### config.mk
export PLATFORM = sky130hd
export DESIGN_NAME = pullup_probe
export DESIGN_NICKNAME = d
export VERILOG_FILES = /design/src/rtl/pullup_probe_pkg.sv /design/src/rtl/pullup_probe_sync.sv /design/src/rtl/pullup_probe_timer.sv /design/src/rtl/pullup_probe_ctrl.sv /design/src/rtl/pullup_probe.sv
export SDC_FILE = /design/constraint.sdc
export NUM_CORES = 1
export LEC_CHECK = 0
export BUFFER_PORTS_ARGS = -buffer_cell sky130_fd_sc_hd__buf_2
export CAP_MARGIN = 20
export CORE_MARGIN = 3
export CORE_UTILIZATION = 55
export DETAILED_ROUTE_END_ITERATION = 10
export HOLD_SLACK_MARGIN = 0.15
export PLACE_DENSITY_LB_ADDON = 0.25
export SLEW_MARGIN = 10
export SYNTH_ARGS = -nofsm -noshare
export SYNTH_HDL_FRONTEND = slang
export SYNTH_HIERARCHICAL = 1
export SYNTH_SLANG_ARGS = --single-unit
### constraint.sdc
create_clock -name clk -period 3.1 [get_ports clk]
set_input_delay 0.62 -clock clk [delete_from_list [all_inputs] [get_ports clk]]
set_output_delay 0.62 -clock clk [all_outputs]
set_load 0.02 [all_outputs]
### src/rtl/pullup_probe_pkg.sv
package pullup_probe_pkg;

  typedef enum logic [1:0] {
    PH_IDLE   = 2'd0,
    PH_DRIVE  = 2'd1,
    PH_SETTLE = 2'd2
  } probe_phase_e;

  // Width needed to hold the larger phase length minus one.
  function automatic int unsigned phase_cnt_width(input int unsigned drive_len,
                                                  input int unsigned settle_len);
    int unsigned mx;
    mx = (drive_len > settle_len) ? drive_len : settle_len;
    return (mx <= 2) ? 1 : $clog2(mx);
  endfunction

  // Reload value of the down-counter for a phase of the given length.
  function automatic int unsigned phase_reload(input int unsigned len);
    return (len == 0) ? 0 : len - 1;
  endfunction

  // Cycles from start acceptance edge to the edge that raises done.
  function automatic int unsigned probe_latency(input int unsigned drive_len,
                                                input int unsigned settle_len);
    return drive_len + settle_len;
  endfunction

endpackage

### src/rtl/pullup_probe_sync.sv
module pullup_probe_sync #(
  parameter int STAGES = 2
) (
  input  logic clk,
  input  logic rst_n,
  input  logic async_i,
  output logic sync_o
);
  logic [STAGES-1:0] chain_q;

  generate
    for (genvar g = 0; g < STAGES; g++) begin : g_stage
      if (g == 0) begin : g_first
        always_ff @(posedge clk or negedge rst_n) begin
          if (!rst_n) chain_q[0] <= 1'b0;
          else        chain_q[0] <= async_i;
        end
      end else begin : g_next
        always_ff @(posedge clk or negedge rst_n) begin
          if (!rst_n) chain_q[g] <= 1'b0;
          else        chain_q[g] <= chain_q[g-1];
        end
      end
    end
  endgenerate

  assign sync_o = chain_q[STAGES-1];
endmodule

### src/rtl/pullup_probe_timer.sv
module pullup_probe_timer #(
  parameter int CW = 8
) (
  input  logic          clk,
  input  logic          rst_n,
  input  logic          load_i,
  input  logic [CW-1:0] load_val_i,
  input  logic          run_i,
  output logic          zero_o
);
  logic [CW-1:0] cnt_q;

  always_ff @(posedge clk or negedge rst_n) begin
    if (!rst_n)                     cnt_q <= '0;
    else if (load_i)                cnt_q <= load_val_i;
    else if (run_i && cnt_q != '0)  cnt_q <= cnt_q - 1'b1;
  end

  assign zero_o = (cnt_q == '0);
endmodule

### src/rtl/pullup_probe_ctrl.sv
module pullup_probe_ctrl
  import pullup_probe_pkg::*;
#(
  parameter int DRIVE_CYC  = 20,
  parameter int SETTLE_CYC = 100,
  parameter int CW         = 7
) (
  input  logic          clk,
  input  logic          rst_n,
  input  logic          start_i,
  input  logic          tmr_zero_i,
  input  logic          pin_sync_i,
  output logic          tmr_load_o,
  output logic [CW-1:0] tmr_val_o,
  output logic          tmr_run_o,
  output logic          drive_o,
  output logic          busy_o,
  output logic          accept_o,
  output logic          sample_o,
  output logic          done_o,
  output logic          present_o
);
  localparam logic [CW-1:0] DRIVE_RELOAD  = CW'(phase_reload(DRIVE_CYC));
  localparam logic [CW-1:0] SETTLE_RELOAD = CW'(phase_reload(SETTLE_CYC));

  probe_phase_e phase_q, phase_d;
  logic done_q, present_q;
  logic drive_end;

  assign accept_o  = (phase_q == PH_IDLE) && start_i;
  assign drive_end = (phase_q == PH_DRIVE) && tmr_zero_i;
  assign sample_o  = (phase_q == PH_SETTLE) && tmr_zero_i;

  always_comb begin
    phase_d    = phase_q;
    tmr_load_o = 1'b0;
    tmr_val_o  = DRIVE_RELOAD;
    unique case (phase_q)
      PH_IDLE: if (start_i) begin
        phase_d    = PH_DRIVE;
        tmr_load_o = 1'b1;
        tmr_val_o  = DRIVE_RELOAD;
      end
      PH_DRIVE: if (tmr_zero_i) begin
        phase_d    = PH_SETTLE;
        tmr_load_o = 1'b1;
        tmr_val_o  = SETTLE_RELOAD;
      end
      PH_SETTLE: if (tmr_zero_i) phase_d = PH_IDLE;
      default: phase_d = PH_IDLE;
    endcase
  end

  always_ff @(posedge clk or negedge rst_n) begin
    if (!rst_n) begin
      phase_q   <= PH_IDLE;
      done_q    <= 1'b0;
      present_q <= 1'b0;
    end else begin
      phase_q <= phase_d;
      done_q  <= sample_o;
      if (sample_o) present_q <= pin_sync_i;
    end
  end

  assign tmr_run_o = (phase_q != PH_IDLE);
  assign drive_o   = (phase_q == PH_DRIVE);
  assign busy_o    = (phase_q != PH_IDLE);
  assign done_o    = done_q;
  assign present_o = present_q;

  logic unused_drive_end;
  assign unused_drive_end = drive_end;
endmodule

### src/rtl/pullup_probe.sv
module pullup_probe
  import pullup_probe_pkg::*;
#(
  parameter int DRIVE_CYC   = 20,
  parameter int SETTLE_CYC  = 100,
  parameter int SYNC_STAGES = 2
) (
  input  logic clk,
  input  logic rst_n,
  input  logic start_i,
  input  logic pin_in_i,
  output logic pin_oe_o,
  output logic pin_out_o,
  output logic done_o,
  output logic present_o
);
  localparam int CW = phase_cnt_width(DRIVE_CYC, SETTLE_CYC);

  logic          pin_sync;
  logic          tmr_load, tmr_run, tmr_zero;
  logic [CW-1:0] tmr_val;
  logic          drive, busy, accept, sample;

  pullup_probe_sync #(.STAGES(SYNC_STAGES)) u_sync (
    .clk(clk), .rst_n(rst_n), .async_i(pin_in_i), .sync_o(pin_sync)
  );

  pullup_probe_timer #(.CW(CW)) u_tmr (
    .clk(clk), .rst_n(rst_n), .load_i(tmr_load), .load_val_i(tmr_val),
    .run_i(tmr_run), .zero_o(tmr_zero)
  );

  pullup_probe_ctrl #(.DRIVE_CYC(DRIVE_CYC), .SETTLE_CYC(SETTLE_CYC), .CW(CW)) u_ctrl (
    .clk(clk), .rst_n(rst_n), .start_i(start_i), .tmr_zero_i(tmr_zero),
    .pin_sync_i(pin_sync), .tmr_load_o(tmr_load), .tmr_val_o(tmr_val),
    .tmr_run_o(tmr_run), .drive_o(drive), .busy_o(busy), .accept_o(accept),
    .sample_o(sample), .done_o(done_o), .present_o(present_o)
  );

  assign pin_oe_o  = drive;
  assign pin_out_o = 1'b0;
endmodule

==> impl_metrics.json, run 1 <==
{
  "cts_max_level": 1,
  "avgSynthCellArea_um2": 9.48,
  "post-route-period-util_pct": 88.7,
  "viasPerCell": 5.95,
  "clock_skew_ps": 3.22,
  "drive_above_1_share_pct": 15.3,
  "p_sw_mw": 0.338,
  "powerDensity_nw_per_um2": 996,
  "die_height_um": 43.4,
  "cp_max_fo": 9,
  "drt-initial-drc-count": 18,
  "wire_per_inst_um": 14.3,
  "numCtsBuffers": 3,
  "clkPwrFrac_pct": 12.8,
  "leakage_nw": 0.386,
  "die_area_um2": 1880,
  "grt_pass1_wl_um": 2500,
  "tightest_slew_ps": 607,
  "finalSetupTns_ps": 0,
  "place.port_buffers": 6,
  "hold_path.class": "input pin to async pin",
  "cts-root-buf": "clkbuf_4",
  "instances_no_fill": 99,
  "cts_resized": 0,
  "timing.critical_path.required_ps": 3250,
  "rows": 12,
  "clk_path_buf_depth": 2,
  "maxCapViolCount": 0,
  "slew_violations": 0,
  "p_seq_share_pct": 37.7,
  "cts_sinks": 13,
  "ant_nets": 0,
  "clock_latency_ps": 270,
  "dp_hpwl_um": 1050,
  "clk_pin_slew_ps": 80,
  "grt_max_degree": 14,
  "holdBufCountCts": 0,
  "place_inst": 95,
  "ioPinCount": 8,
  "start_util_pct": 64.0,
  "grt_overflow_total": 0,
  "syn_to_final_growth_pct": 3.26,
  "power_frac_comb_pct": 49.4,
  "antenna_cells": 0,
  "first_global_vias": 557,
  "arrival_ps": 2900,
  "synth_area_um2": 768,
  "die_width_um": 43.4,
  "crit_slowest_cell": "or3b_2",
  "fmax_mhz": 364,
  "rsz0062_at_grt": "no",
  "drt_pass1_iterations": 4,
  "cts_tree": "yes",
  "gp_congestion": 0.807,
  "ir_drop_mv": 0.533,
  "grtUsageTotal_pct": 18.0,
  "status": "completed",
  "r2r_setup_slack_ps": 350,
  "cellInternalPower_mw": 0.452,
  "crit_path_start_kind": "flop",
  "cts_setup_buffers": 0,
  "period_needed_ps": 2750,
  "path_class": "flop to flop",
  "path_cells": "inv_1 -> ha_1 -> or3b_2 -> nor2_1 -> mux2i_1 -> nor2_1 -> buf_4 -> nor2b_1 -> a22oi_1 -> nand3_1",
  "max_stage_delay_ps": 510,
  "cp_common_cell": "nor2_1",
  "p_sw_share_pct": 42.8,
  "netlist_instances": 81,
  "wl_um": 1420,
  "core_area_um2": 1200,
  "relSlewSlack_pct": 59.2,
  "fin_nets": 91,
  "setup_viol": 0,
  "vias": 589,
  "power_mw": 0.790,
  "ys.warnings.count": 6,
  "cp-end-kind": "flop",
  "antenna_found_initial": 0,
  "drc_errors": 0,
  "hold_slack_ps": 220,
  "hold_viol_final": 0
}
==> worst paths after layout <==
kind | from | end | cells after the start
min reg2reg | u_sync/chain_q[0] | u_sync/sync_o | 0
min | rst_n | u_tmr/cnt_q[4] | 1
max in group asynchronous | rst_n | u_ctrl/phase_q[0] | 1
min in group clk | u_sync/chain_q[0] | u_sync/sync_o | 0
max reg2reg | u_tmr/cnt_q[1] | u_tmr/cnt_q[0] | 10
max | u_tmr/cnt_q[1] | u_tmr/cnt_q[0] | 10
==> layout make-up <==
type | count | area, µm²
multi-input combinational | 57 | 372
sequential | 13 | 325
clock buffer | 4 | 26.3
timing repair buffer | 7 | 37.5
inverter | 4 | 15.0
tap | 14 | 17.5
fill | 104 | 408
==> per-stage QoR <==
stage	utilization, %	setup WS, ps	instance area, µm²
final	66.0	349	793
after global routing	66.0	128	793
after CTS	66.0	369	793
after detailed placement	63.9	379	767
after global placement	63.9	488	767
after floorplan	-	765	776
==> per-layer routing <==
| layer | GRT usage, % | part of all wire [%] |
|---|---|---|
| met1 | 24.3 | 47 |
| met2 | 27.1 | 48 |
| met3 | 3.73 | 4.1 |
| met4 | 9.04 | 0.99 |
| met5 | 0 | 0 |
==> registers in the layout, summed over array words and instances, names as in the netlist <==
register	count
u_ctrl/phase_q	2
u_sync/sync_o	1
u_tmr/cnt_q	7
u_sync/chain_q	1
u_ctrl/done_o	1
u_ctrl/present_o	1
==> power groups by stage <==
stage / Sequential, mW / Combinational, mW / Clock, mW
after floorplan: 0.272 / 0.341 / 0
after global placement: 0.295 / 0.372 / 0
after detailed placement: 0.300 / 0.387 / 0
after CTS: 0.297 / 0.389 / 0.108
after global routing: 0.310 / 0.437 / 0.117
final: 0.298 / 0.391 / 0.101
==> critical path, delay by kind of cell, from the launching register on <==
kind,cells,cell delay (ps)
AOI/OAI and AO/OA,1,150
DFF,1,410
muxes,1,120
and+or+nand+nor,5,1290
buffers and inverters,2,350
adders and majority gates,1,300
==> cells in the final DEF, fill, tap and decap left out, drive strengths merged, types with 2 or more instances in the layout <==
master	count
dfrtp	13
nor2	7
buf	7
conb	5
nor2b	5
inv	4
a21oi	4
clkbuf	4
nand2	3
and3b	2
nor4	2
nor3	2
nand2b	2
a311o	2
o31ai	2
or2	2
Note: power is estimated with default switching activity, not from simulation.
==> run 2, diff against run 1 <==
--- a/config.mk
+++ b/config.mk
@@ -5,6 +5,7 @@
 export SDC_FILE = /design/constraint.sdc
 export NUM_CORES = 1
 export LEC_CHECK = 0
+export ABC_AREA = 1
 export BUFFER_PORTS_ARGS = -buffer_cell sky130_fd_sc_hd__buf_2
 export CAP_MARGIN = 20
 export CORE_MARGIN = 3
==> run 2 against run 1 <==
Clock skew rose by 1.6 ps. Area after synthesis is 1.8% higher. Clock power about the same. Final cell count is 27% higher. Sequential share of layout area down 0.70 points. Clock-buffer cell count is the same. Wire length fell by 8.1%. Flip-flop and latch count is the same. Critical path type unchanged.
==> impl_metrics.json, run 2 <==
{
  "core_area_um2": 1220,
  "clock_latency_ps": 270,
  "status": "completed",
  "cts_sinks": 13,
  "crit_path_start_kind": "flop",
  "clkPwrFrac_pct": 11.7,
  "post-route-period-util_pct": 75.4,
  "place_inst": 122,
  "cp-end-kind": "flop",
  "die_width_um": 43.7,
  "synth_area_um2": 782,
  "fin_nets": 118,
  "rsz0062_at_grt": "no",
  "p_seq_share_pct": 34.1,
  "wl_um": 1300,
  "cts_setup_buffers": 0,
  "path_class": "flop to flop",
  "ir_drop_mv": 0.545,
  "period_needed_ps": 2340,
  "clk_pin_slew_ps": 70,
  "ioPinCount": 8,
  "r2r_setup_slack_ps": 760,
  "place.port_buffers": 6,
  "grt_max_degree": 14,
  "largest_reg_flops": 7,
  "p_sw_mw": 0.408,
  "r2r_cells": 11,
  "wire_per_inst_um": 10.3,
  "vias": 616,
  "setup_viol": 0,
  "regMostFlops": "u_tmr/cnt_q",
  "final_cell_mix": "29 x nand2_1, 15 x inv_1, 13 x dfrtp_1",
  "r2r_end": "u_tmr/cnt_q[4]",
  "cts-root-buf": "clkbuf_4",
  "grt_overflow_total": 0,
  "ant_nets": 0,
  "clk_path_buf_depth": 2,
  "grt_pass1_wl_um": 2240,
  "timing.critical_path.required_ps": 3250,
  "netlist_instances": 108,
  "first_global_vias": 524,
  "antenna_cells": 0,
  "instances_no_fill": 126,
  "hold_viol_final": 0,
  "cts_tree": "yes",
  "leakage_nw": 0.457,
  "drc_errors": 0,
  "maxCapViolCount": 0,
  "die_height_um": 43.7,
  "arrival_ps": 2490,
  "drt_pass1_iterations": 4,
  "gp_congestion": 0.854,
  "cellInternalPower_mw": 0.434,
  "numCtsBuffers": 3,
  "avgSynthCellArea_um2": 7.24,
  "start_util_pct": 64.3,
  "clock_skew_ps": 4.78,
  "fmax_mhz": 428,
  "viasPerCell": 4.89,
  "p_sw_share_pct": 48.5,
  "antenna_found_initial": 0,
  "drive_above_1_share_pct": 16.1,
  "die_area_um2": 1910,
  "drt-initial-drc-count": 17,
  "syn_to_final_growth_pct": 3.20,
  "cp_max_fo": 11,
  "powerDensity_nw_per_um2": 1040,
  "cts_resized": 0,
  "rows": 12,
  "slew_violations": 0,
  "grtUsageTotal_pct": 16.0,
  "ys.warnings.count": 6,
  "dp_hpwl_um": 984,
  "holdBufCountCts": 0,
  "final_common_cell": "nand2_1",
  "r2r-start": "u_tmr/cnt_q[0]",
  "finalSetupTns_ps": 0,
  "top_regs": "u_tmr/cnt_q (7), u_ctrl/phase_q (2)",
  "hold_path.class": "input pin to async pin",
  "cts_max_level": 1,
  "power_frac_comb_pct": 54.2
}
==> run 2: final cells by class <==
| cell class | instances | area, µm² |
|---|---|---|
| fill | 102 | 409 |
| sequential | 13 | 325 |
| inverter | 17 | 63.8 |
| timing repair buffer | 6 | 30.0 |
| clock buffer | 4 | 26.3 |
| multi-input combinational | 72 | 344 |
| tap | 14 | 17.5 |
==> run 2: through the flow <==
stage / cell area (µm²) / hold slack [ps] / total power [mW] / setup slack (ps) / util [%]
2_1_floorplan: 790 / 324 / 0.667 / 1200 / -
3_3_place_gp: 781 / 332 / 0.728 / 908 / 64.2
3_5_place_dp: 781 / 350 / 0.740 / 811 / 64.2
4_1_cts: 807 / 221 / 0.845 / 798 / 66.4
5_1_grt: 807 / 210 / 0.932 / 570 / 66.4
6_report: 807 / 217 / 0.842 / 764 / 66.4
==> run 2: worst max path at each step <==
stage,startpoint,end,slack [ps]
CTS,u_tmr/cnt_q[0],u_tmr/cnt_q[4],800
global route,u_tmr/cnt_q[0],u_tmr/cnt_q[4],570
global placement,u_tmr/cnt_q[0],u_tmr/cnt_q[4],910
floorplan,u_tmr/cnt_q[0],u_tmr/cnt_q[2],1200
detailed placement,u_tmr/cnt_q[0],u_tmr/cnt_q[4],810
finish,u_tmr/cnt_q[0],u_tmr/cnt_q[4],760
==> run 2: power by group through the flow <==
stage / Sequential (mW) / Clock [mW] / Combinational, mW
6_report: 0.287 / 0.0988 / 0.456
2_1_floorplan: 0.282 / 0 / 0.384
3_3_place_gp: 0.286 / 0 / 0.442
5_1_grt: 0.295 / 0.115 / 0.522
3_5_place_dp: 0.290 / 0 / 0.450
4_1_cts: 0.286 / 0.103 / 0.455
==> run 2: per-layer routing <==
| layer | up-vias | global-route usage, % | part of all wire (%) |
|---|---|---|---|
| met2 | 23 | 24.1 | 44 |
| li1 | 330 | - | - |
| met1 | 261 | 20.8 | 47 |
| met4 | 0 | 3.61 | 0.54 |
| met3 | 2 | 7.47 | 8.3 |
| met5 | - | 0 | 0 |
==> run 2: worst max-delay path: stages, from the launching register on <==
cell,delay (ps)
dfrtp_1,370
inv_1,160
ha_1,270
nand2_1,90
nor2_1,330
nand3_2,160
nand2_1,310
inv_1,230
nand3_1,140
nand2_1,50
nand2_1,50
o21ai_1,60
